## config.mk

```make
export PLATFORM = sky130hd
export DESIGN_NAME = pkt_dir_scan
export DESIGN_NICKNAME = d
export VERILOG_FILES = /design/src/rtl/pkt_dir_pkg.sv /design/src/rtl/pds_walker.sv /design/src/rtl/pds_dir_store.sv /design/src/rtl/pkt_dir_scan.sv
export SDC_FILE = /design/constraint.sdc
export NUM_CORES = 1
export LEC_CHECK = 0
export BUFFER_PORTS_ARGS = -buffer_cell sky130_fd_sc_hd__buf_4
export CAP_MARGIN = 20
export CORE_MARGIN = 2
export CORE_UTILIZATION = 60
export CTS_CLUSTER_SIZE = 16
export DETAILED_ROUTE_END_ITERATION = 8
export GPL_ROUTABILITY_DRIVEN = 0
export GPL_TIMING_DRIVEN = 0
export PLACE_DENSITY = 0.77
export SLEW_MARGIN = 20
export SYNTH_ARGS = -nofsm -noshare
export SYNTH_HDL_FRONTEND = slang
export SYNTH_SLANG_ARGS = --single-unit
export TNS_END_PERCENT = 30
```

## constraint.sdc

```tcl
create_clock -name clk -period 8 [get_ports clk]
set_input_delay 0.4 -clock clk [delete_from_list [all_inputs] [get_ports clk]]
set_output_delay 0.4 -clock clk [all_outputs]
set_load 0.005 [all_outputs]
```

## src/rtl/pkt_dir_pkg.sv

```systemverilog
package pkt_dir_pkg;
  typedef enum logic [1:0] {
    SC_ISSUE = 2'd0,
    SC_EVAL  = 2'd1,
    SC_DONE  = 2'd2
  } scan_state_e;
endpackage

```

## src/rtl/pds_walker.sv

```systemverilog
module pds_walker
  import pkt_dir_pkg::*;
#(
  parameter int WORD_W      = 32,
  parameter int ARRAY_WORDS = 2816,
  parameter int BYTE_LIMIT  = 11264,
  parameter int DIR_DEPTH   = 64,
  parameter int SIZE_LSB    = 8,
  parameter int SIZE_W      = 8,
  localparam int AW = $clog2(ARRAY_WORDS),
  localparam int BW = $clog2(BYTE_LIMIT + 4 * (1 << SIZE_W) + 1),
  localparam int CW = $clog2(DIR_DEPTH + 1),
  localparam int IW = $clog2(DIR_DEPTH)
) (
  input  logic              clk,
  input  logic              rst_n,
  output logic              rom_rd,
  output logic [AW-1:0]     rom_addr,
  input  logic [WORD_W-1:0] rom_data,
  output logic              wr_en,
  output logic [IW-1:0]     wr_idx,
  output logic [AW-1:0]     wr_off,
  output logic [CW-1:0]     count,
  output logic [BW-1:0]     bytes,
  output logic              done,
  output logic              overflow
);
  localparam int PW = $clog2(ARRAY_WORDS + (1 << SIZE_W) + 3);

  scan_state_e       state_q, state_d;
  logic [AW-1:0]     pos_q, pos_d;
  logic [CW-1:0]     cnt_q, cnt_d;
  logic [BW-1:0]     bytes_q, bytes_d, bytes_sum;
  logic              ovf_q, ovf_d;
  logic [SIZE_W-1:0] size;
  logic [PW-1:0]     nxt_pos;
  logic              hdr_unused;

  assign size       = rom_data[SIZE_LSB +: SIZE_W];
  assign hdr_unused = ^{rom_data[WORD_W-1:SIZE_LSB+SIZE_W], rom_data[SIZE_LSB-1:0]};
  assign nxt_pos    = PW'(pos_q) + PW'(size) + PW'(2);
  assign bytes_sum  = bytes_q + BW'((BW'(size) + BW'(1)) << 2);

  always_comb begin
    state_d = state_q;
    pos_d   = pos_q;
    cnt_d   = cnt_q;
    bytes_d = bytes_q;
    ovf_d   = ovf_q;
    wr_en   = 1'b0;
    case (state_q)
      SC_ISSUE: state_d = SC_EVAL;
      SC_EVAL: begin
        if (size == '0) begin
          state_d = SC_DONE;
        end else if (cnt_q == CW'(DIR_DEPTH)) begin
          ovf_d   = 1'b1;
          state_d = SC_DONE;
        end else begin
          wr_en   = 1'b1;
          cnt_d   = cnt_q + CW'(1);
          bytes_d = bytes_sum;
          if (bytes_sum >= BW'(BYTE_LIMIT) || nxt_pos >= PW'(ARRAY_WORDS)) begin
            state_d = SC_DONE;
          end else begin
            pos_d   = nxt_pos[AW-1:0];
            state_d = SC_ISSUE;
          end
        end
      end
      default: state_d = SC_DONE;
    endcase
  end

  always_ff @(posedge clk) begin
    if (!rst_n) begin
      state_q <= SC_ISSUE;
      pos_q   <= '0;
      cnt_q   <= '0;
      bytes_q <= '0;
      ovf_q   <= 1'b0;
    end else begin
      state_q <= state_d;
      pos_q   <= pos_d;
      cnt_q   <= cnt_d;
      bytes_q <= bytes_d;
      ovf_q   <= ovf_d;
    end
  end

  assign rom_rd   = (state_q == SC_ISSUE);
  assign rom_addr = pos_q;
  assign wr_idx   = cnt_q[IW-1:0];
  assign wr_off   = pos_q;
  assign count    = cnt_q;
  assign bytes    = bytes_q;
  assign done     = (state_q == SC_DONE);
  assign overflow = ovf_q;

  assert_rom_in_range_R7: assert property (@(posedge clk) disable iff (!rst_n)
    rom_rd |-> (rom_addr < AW'(ARRAY_WORDS)));
  assert_done_sticky_R11: assert property (@(posedge clk) disable iff (!rst_n)
    done |=> done);
  assert_bytes_frozen_R4: assert property (@(posedge clk) disable iff (!rst_n)
    done |=> $stable(bytes_q));
  assert_count_bounded_R8: assert property (@(posedge clk) disable iff (!rst_n)
    cnt_q <= CW'(DIR_DEPTH));
  assert_ovf_when_full_R8: assert property (@(posedge clk) disable iff (!rst_n)
    $rose(ovf_q) |-> (cnt_q == CW'(DIR_DEPTH)));
  assert_count_steps_R1: assert property (@(posedge clk) disable iff (!rst_n)
    (cnt_q != $past(cnt_q)) |-> (cnt_q == $past(cnt_q) + CW'(1)));
endmodule

```

## src/rtl/pds_dir_store.sv

```systemverilog
module pds_dir_store #(
  parameter int AW        = 12,
  parameter int DIR_DEPTH = 64,
  localparam int CW = $clog2(DIR_DEPTH + 1),
  localparam int IW = $clog2(DIR_DEPTH)
) (
  input  logic          clk,
  input  logic          rst_n,
  input  logic          wr_en,
  input  logic [IW-1:0] wr_idx,
  input  logic [AW-1:0] wr_off,
  input  logic          done_i,
  input  logic [CW-1:0] count_i,
  input  logic [CW-1:0] lk_id,
  output logic          lk_hit,
  output logic [AW-1:0] lk_off
);
  logic [AW-1:0] dir_q [DIR_DEPTH];
  logic          hit;

  always_ff @(posedge clk) begin
    if (wr_en) dir_q[wr_idx] <= wr_off;
  end

  assign hit = done_i && (lk_id < count_i);

  always_ff @(posedge clk) begin
    if (!rst_n) begin
      lk_hit <= 1'b0;
      lk_off <= '0;
    end else begin
      lk_hit <= hit;
      lk_off <= hit ? dir_q[lk_id[IW-1:0]] : '0;
    end
  end

  assert_lookup_gated_R10: assert property (@(posedge clk) disable iff (!rst_n)
    lk_hit |-> $past(done_i));
  assert_lookup_range_R9: assert property (@(posedge clk) disable iff (!rst_n)
    lk_hit |-> ($past(lk_id) < $past(count_i)));
  assert_miss_zero_R9: assert property (@(posedge clk) disable iff (!rst_n)
    !lk_hit |-> (lk_off == '0));
endmodule

```

## src/rtl/pkt_dir_scan.sv

```systemverilog
module pkt_dir_scan #(
  parameter int WORD_W      = 32,
  parameter int ARRAY_WORDS = 2816,
  parameter int BYTE_LIMIT  = 11264,
  parameter int DIR_DEPTH   = 64,
  parameter int SIZE_LSB    = 8,
  parameter int SIZE_W      = 8,
  localparam int AW = $clog2(ARRAY_WORDS),
  localparam int BW = $clog2(BYTE_LIMIT + 4 * (1 << SIZE_W) + 1),
  localparam int CW = $clog2(DIR_DEPTH + 1),
  localparam int IW = $clog2(DIR_DEPTH)
) (
  input  logic              clk,
  input  logic              rst_n,
  output logic              rom_rd_o,
  output logic [AW-1:0]     rom_addr_o,
  input  logic [WORD_W-1:0] rom_data_i,
  input  logic [CW-1:0]     lk_id_i,
  output logic              lk_hit_o,
  output logic [AW-1:0]     lk_off_o,
  output logic [CW-1:0]     pkt_count_o,
  output logic [BW-1:0]     byte_total_o,
  output logic              done_o,
  output logic              overflow_o
);
  logic          wr_en;
  logic [IW-1:0] wr_idx;
  logic [AW-1:0] wr_off;

  pds_walker #(
    .WORD_W(WORD_W), .ARRAY_WORDS(ARRAY_WORDS), .BYTE_LIMIT(BYTE_LIMIT),
    .DIR_DEPTH(DIR_DEPTH), .SIZE_LSB(SIZE_LSB), .SIZE_W(SIZE_W)
  ) walker_i (
    .clk(clk), .rst_n(rst_n),
    .rom_rd(rom_rd_o), .rom_addr(rom_addr_o), .rom_data(rom_data_i),
    .wr_en(wr_en), .wr_idx(wr_idx), .wr_off(wr_off),
    .count(pkt_count_o), .bytes(byte_total_o),
    .done(done_o), .overflow(overflow_o)
  );

  pds_dir_store #(.AW(AW), .DIR_DEPTH(DIR_DEPTH)) store_i (
    .clk(clk), .rst_n(rst_n),
    .wr_en(wr_en), .wr_idx(wr_idx), .wr_off(wr_off),
    .done_i(done_o), .count_i(pkt_count_o),
    .lk_id(lk_id_i), .lk_hit(lk_hit_o), .lk_off(lk_off_o)
  );
endmodule

```

==> summary.md, run 1 <==
| Metric | Value |
|---|---|
| Post-synth cell types | 58 |
| Final worst-path cycle share | 0.590 |
| Root buf cell | clkbuf_16 |
| Reg clk slew, reported paths | 0.06 ns |
| Fillers | 3244 |
| Post-Synth XOR/XNOR Area | 0.00675 |
| Tmin final | 4.72 ns |
| Post-route cell area | 36700 um^2 |
| Area of the multi-input gates | 8180 um^2 |
| TritonCTS clock tree | done |
| Clock latency at the later pin of the worst-skew pair | 0.63 ns |
| Tot GR Track Use | 0.293 |
| Die Span Y | 236 um |
| Core Util, Final | 0.684 |
| CP Max Fanout | 12 |
| CTS resizes | 0 |
| Port Buffer Count | 61 |
| Grt met2 use | 0.470 |
| Largest family of logic cells by synthesized area | multiplexers |
| Setup CP Type | flip-flop to flip-flop |
| Register area share after synthesis | 0.740 |
| DP Area | 34000 um^2 |
| EDFF count, synth | 768 |
| CP required | 8.23 ns |
| Async SR Flop Fraction | 0 |
| Yosys warns | 0 |
| Synth Cell Area | 32400 um^2 |
| Number of I/O pins | 90 |
| Max Slew Vio Count | 0 |
| Skew final | 0.0244 ns |
| Hold Buf Count CTS | 0 |
| First-pass GRT wire length | 116000 um |
| Starting density of the core | 0.605 |
| Mux share of post-synthesis cell area | 0.176 |
| Compound-Gate Fraction of Synth Area | 0.0181 |
| Initial antenna violation count | 5 |
| Worst Hold Slack | 0.255 ns |
| Fmax | 212 MHz |
| Post-synth top area share | 0.711 |
| Hold Vio Cnt, Final | 0 |
| Worst-margin pin slew | 1.19 ns |
| DR vias/cell | 6.84 |
| Via count | 16700 |
| Routing usage on met3 | 0.0527 |
| Die width | 236 um |
| Setup violators final | 0 |
| Post-synth top cells | edfxtp_1, mux4_2, nor2_1 |
| H-tree depth | 3 |
| Setup bufs post-CTS | 0 |
| Register Area | 24000 um^2 |
| Crit path DAT | 4.95 ns |
| Share of cells above drive strength 1 | 0.305 |
| Syn Area/Cell | 21.2 um^2 |
| Standard-cell rows | 85 |
| Leading area contributor after synthesis | edfxtp_1 |
| Outcome | finished, final reports clean |
| #FFs+latches synth | 815 |
| Largest net degree at the start of global routing | 71 |
| Global routing's busiest layer | met2 |
| Met1 Use GR | 0.407 |
| Most frequent cell after synthesis | edfxtp_1 |
| RSZ-0062 raised after global routing | no |
| Max Cap Violations | 0 |
| Post-DP HPWL | 47300 um |
| Syn Inst Count | 1527 |
| CTS Buffer Depth | 3 |
| DRC violations left | 0 |
| Core area | 53600 um^2 |
| Synth Flop Type | edfxtp_1 |
| CTS Buf Count | 79 |
| Number of DRC markers in iteration 0 | 2315 |
| Synth Area in Simple Gates | 0.0304 |
| Routed WL per cell | 32.7 um |
| Die area | 55900 um^2 |
| Nets | 1756 |
| Clock Sinks | 815 |
| Crit path launch type | flip-flop |
| CP endpoint kind | flip-flop |
| Fin Setup TNS | 0 ns |
| Synth area leaders | edfxtp_1, mux4_2, dfxtp_1 |
| Leakage | 11.8 nW |
| WL final | 79600 um |
| Layout area overhead | 13.0% |
| Post-synthesis adder-cell area fraction | 0.0155 |
| Worst hold path class | input port to flip-flop |
| Worst ir drop on vdd | 0.153 mV |
| GRT Residual Overflow | 0 |
| First drt pass iteration count | 7 |
| Total power | 9.08 mW |
| Pwr Density | 248 nW/um^2 |
| Final ANT Viol Nets | 0 |
| Rel. slew slack | 0.209 |
| Vias in the first global route | 16600 |
-- flip-flops by register name (all words and copies together), names as in the netlist --
register           count
store_i.dir_q        768
store_i.lk_hit         1
walker_i.rom_addr     12
walker_i.overflow      1
store_i.lk_off        12
walker_i.count         7
walker_i.state_q       2
walker_i.bytes        12
-- stage by stage --
stage	setup slack (ns)	std cells
6_report	3.28	2436
5_1_grt	3.26	2435
4_1_cts	3.45	2435
3_5_place_dp	3.55	2291
3_3_place_gp	2.73	2285
2_1_floorplan	4.12	1528
-- placed cells by master (no fill, tap or decap), types with 5 or more instances in the layout --
| cell | netlist | routed |
|---|---|---|
| edfxtp_1 | 768 | 768 |
| mux4_2 | 252 | 252 |
| clkbuf_16 | 0 | 83 |
| buf_4 | 2 | 64 |
| nor2_2 | 1 | 62 |
| clkbuf_1 | 43 | 60 |
| nand2_1 | 47 | 47 |
| ha_1 | 37 | 37 |
| dfxtp_1 | 47 | 35 |
| nand3_1 | 25 | 24 |
| inv_1 | 22 | 22 |
| buf_2 | 21 | 21 |
| xnor2_1 | 19 | 19 |
| nor2b_1 | 19 | 19 |
| clkinv_1 | 1 | 18 |
| a21oi_1 | 15 | 15 |
| nor2_1 | 75 | 14 |
| o21ai_0 | 14 | 14 |
| clkinv_2 | 0 | 14 |
| and2_1 | 13 | 13 |
| a21boi_0 | 12 | 12 |
| dfxtp_4 | 0 | 12 |
| bufinv_16 | 0 | 8 |
| xor2_1 | 6 | 6 |
| buf_1 | 7 | 6 |
| nand4_1 | 6 | 6 |
| and3_1 | 5 | 5 |
| a21o_1 | 5 | 5 |
| o211ai_1 | 5 | 5 |
| inv_6 | 0 | 5 |
-- area by class of cell --
type                    count  share of cell area
diodes                      1           0.0000683
plain buffers              74             0.00874
clock buffers             100              0.0584
clock inverters            44              0.0114
inverters                  23             0.00236
multi-input cells         616               0.223
flip-flops and latches    815               0.656
well taps                 696              0.0238
repair buffers             67              0.0160
-- cell families (layout without fill, tap and decap cells) --
| family | Yosys count | after routing |
|---|---|---|
| AOI/OAI and AO/OA | 84 | 84 |
| muxes | 256 | 256 |
| buffers and inverters | 97 | 308 |
| xor gates and xnor gates | 25 | 25 |
| adders and majority gates | 39 | 39 |
| and+or+nand+nor | 210 | 210 |
| other | 1 | 3 |
| DFF | 815 | 815 |
-- worst paths after layout --
check	start	endpoint	slack, ns	depth (start not counted)
max	walker_i.count[4]	store_i.dir_q[59][9]	3.28	8
min	rst_n	walker_i.rom_addr[5]	0.26	3
max reg2reg	walker_i.count[4]	store_i.dir_q[59][9]	3.28	8
min reg2reg	walker_i.bytes[7]	walker_i.bytes[7]	0.50	2
-- where the power goes --
part,switching [mW],internal (mW)
Combinational,0.309,0.226
Sequential,0.0912,4.74
Clock,1.56,2.16
-- critical path: stages, from the launching register on --
cell,delay [ns]
dfxtp_1,0.34
clkbuf_1,0.33
inv_1,0.23
nand3_1,0.66
or3_1,0.25
nand2_1,0.24
nor2_1,0.31
nand3_1,0.75
nor2_1,1.19
-- routing by layer --
metal	part of all wire	wire length (um)	vias to the layer above
li1	-	-	6655
met1	0.37	29400	8674
met2	0.50	39400	1136
met3	0.095	7600	191
met4	0.039	3120	6
met5	0.00057	45	-
(Power assumes the default switching activity.)
==> inputs of run 2 (changes only) <==
Clock period 8 ns to 4.7 ns, I/O delays scaled along.
==> run 2 against run 1 <==
  * Non-clock buffer count is the same
  * Count of clock-buffer cells in the layout is the same
  * Flip-flop and latch count is the same
  * Critical path type unchanged
  * Critical endpoint is now store_i.dir_q[11][2]
==> summary.md, run 2 (synthesized netlist as in run 1, its figures left out) <==
| Metric | Value |
|---|---|
| Port Buffer Count | 61 |
| Combinational fraction of design power | 0.059 |
| Root buf cell | clkbuf_16 |
| TritonCTS clock tree | done |
| CP Max Fanout | 12 |
| Worst ir drop on vdd | 0.262 mV |
| Crit path launch type | flip-flop |
| DR vias/cell | 6.83 |
| Number of DRC markers in iteration 0 | 2346 |
| Starting density of the core | 0.605 |
| Int Pwr | 12.1 mW |
| Pwr Density | 422 nW/um^2 |
| Rel. slew slack | 0.236 |
| Max reg flops | 768 |
| WL final | 79600 um |
| Standard-cell rows | 85 |
| H-tree depth | 3 |
| Worst hold path class | input port to flip-flop |
| RSZ-0062 raised after global routing | no |
| Net Switching | 3.35 mW |
| Top reg by flops | store_i.dir_q |
| Leakage | 11.9 nW |
| CTS Buf Count | 79 |
| Setup CP Type | flip-flop to flip-flop |
| Core area | 53600 um^2 |
| Via count | 16600 |
| Global routing's busiest layer | met2 |
| Initial antenna violation count | 5 |
| Reg clk slew, reported paths | 0.06 ns |
| Min-Delay Path Depth | 3 |
| Crit path DAT | 4.81 ns |
| Routing usage on met3 | 0.0527 |
| Layout area overhead | 13.0% |
| Share of cells above drive strength 1 | 0.305 |
| Vias in the first global route | 16600 |
| Clock latency at the later pin of the worst-skew pair | 0.63 ns |
| CP endpoint kind | flip-flop |
| CP required | 4.94 ns |
| Final ANT Viol Nets | 0 |
| First drt pass iteration count | 6 |
| GRT Residual Overflow | 0 |
| Nets | 1756 |
| Largest net degree at the start of global routing | 71 |
| Fmax | 219 MHz |
| Setup violators final | 0 |
| Die Span Y | 236 um |
| Placed cell count | 2291 |
| Hold Buf Count CTS | 0 |
| Outcome | finished, final reports clean |
| Sequential share of power | 0.531 |
| Switching part of the total | 0.216 |
| Hold Vio Cnt, Final | 0 |
| Most common cell after layout, fill and taps aside | edfxtp_1 |
| Routed WL per cell | 32.7 um |
| CTS Buffer Depth | 3 |
| Final worst-path cycle share | 0.973 |
| DRC violations left | 0 |
| Die width | 236 um |
| Tot GR Track Use | 0.293 |
| Max Slew Vio Count | 0 |
| Tmin final | 4.57 ns |
| Most frequent cells in the layout | edfxtp_1, mux4_2, clkbuf_16 |
| Met1 Use GR | 0.407 |
| Number of I/O pins | 90 |
| Grt met2 use | 0.470 |
| Clock Sinks | 815 |
| Die area | 55900 um^2 |
| First-pass GRT wire length | 116000 um |
| Post-route cell area | 36700 um^2 |
| Post-DP HPWL | 47300 um |
| Max Cap Violations | 0 |
| Clk pwr share | 0.409 |
| Skew final | 0.0259 ns |
| DP Area | 34000 um^2 |
| Worst-margin pin slew | 1.15 ns |
| Non-filler cells, final | 2436 |
| R2R cell count | 8 |
==> run 2: changes by cell type in the layout (fill, tap and decap cells not counted) <==
cell | previous run | this run
nor2_1 | 14 | 13
nor2_2 | 62 | 63
==> run 2: worst paths after layout <==
path | start | endpoint | slack [ns]
worst max register to register | walker_i.count[4] | store_i.dir_q[11][2] | 0.13
worst min register to register | walker_i.bytes[7] | walker_i.bytes[7] | 0.50
worst max-delay path | walker_i.count[4] | store_i.dir_q[11][2] | 0.13
worst min-delay path | rst_n | walker_i.rom_addr[5] | 0.09
==> run 2: critical path, stage by stage (launching register included) <==
cell      delay [ns]
dfxtp_1         0.34
clkbuf_1        0.33
inv_1           0.23
nand3_1         0.65
or3_1           0.25
nand2_1         0.24
nor2_1          0.32
nand3_1         0.78
nor2_2          1.01
==> run 2: layout make-up <==
type / instances / area, um^2
plain buffers: 74 / 320
repair buffers: 67 / 588
flip-flops and latches: 815 / 24000
clock buffers: 100 / 2140
multi-input cells: 616 / 8180
fillers: 3243 / 16900
well taps: 696 / 871
clock inverters: 44 / 418
inverters: 23 / 86.3
diodes: 1 / 2.50
==> run 2: repair_timing <==
item,4_1_cts,5_1_grt
resized for setup,0,1
endpoints found under the setup margin,0,12
buffers inserted,0,0
==> run 2: metal layers <==
metal  routed length (um)  vias to the layer above
met1                29500                     8637
met4                 3080                        6
met5                   45                        -
li1                     -                     6655
met3                 7590                      177
met2                39400                     1154
==> run 2: per-stage QoR <==
step | power, mW | utilization | setup slack (ns) | setup TNS [ns] | hold WS (ns)
after floorplan | 8.87 | - | 0.818 | 0 | 0.474
after global placement | 9.24 | 0.630 | -0.571 | -6.17 | 0.477
after detailed placement | 9.28 | 0.634 | 0.254 | 0 | 0.488
after CTS | 15.5 | 0.682 | 0.150 | 0 | 0.0801
after global routing | 15.8 | 0.684 | 0.0947 | 0 | 0.135
final | 15.5 | 0.684 | 0.127 | 0 | 0.0883
==> run 2: power by group through the flow <==
stage	Clock (mW)	Sequential (mW)	Combinational, mW
after floorplan	0	8.34	0.523
after global placement	0	8.47	0.770
after detailed placement	0	8.38	0.902
after CTS	6.36	8.23	0.915
after global routing	6.63	8.23	0.973
final	6.33	8.22	0.919
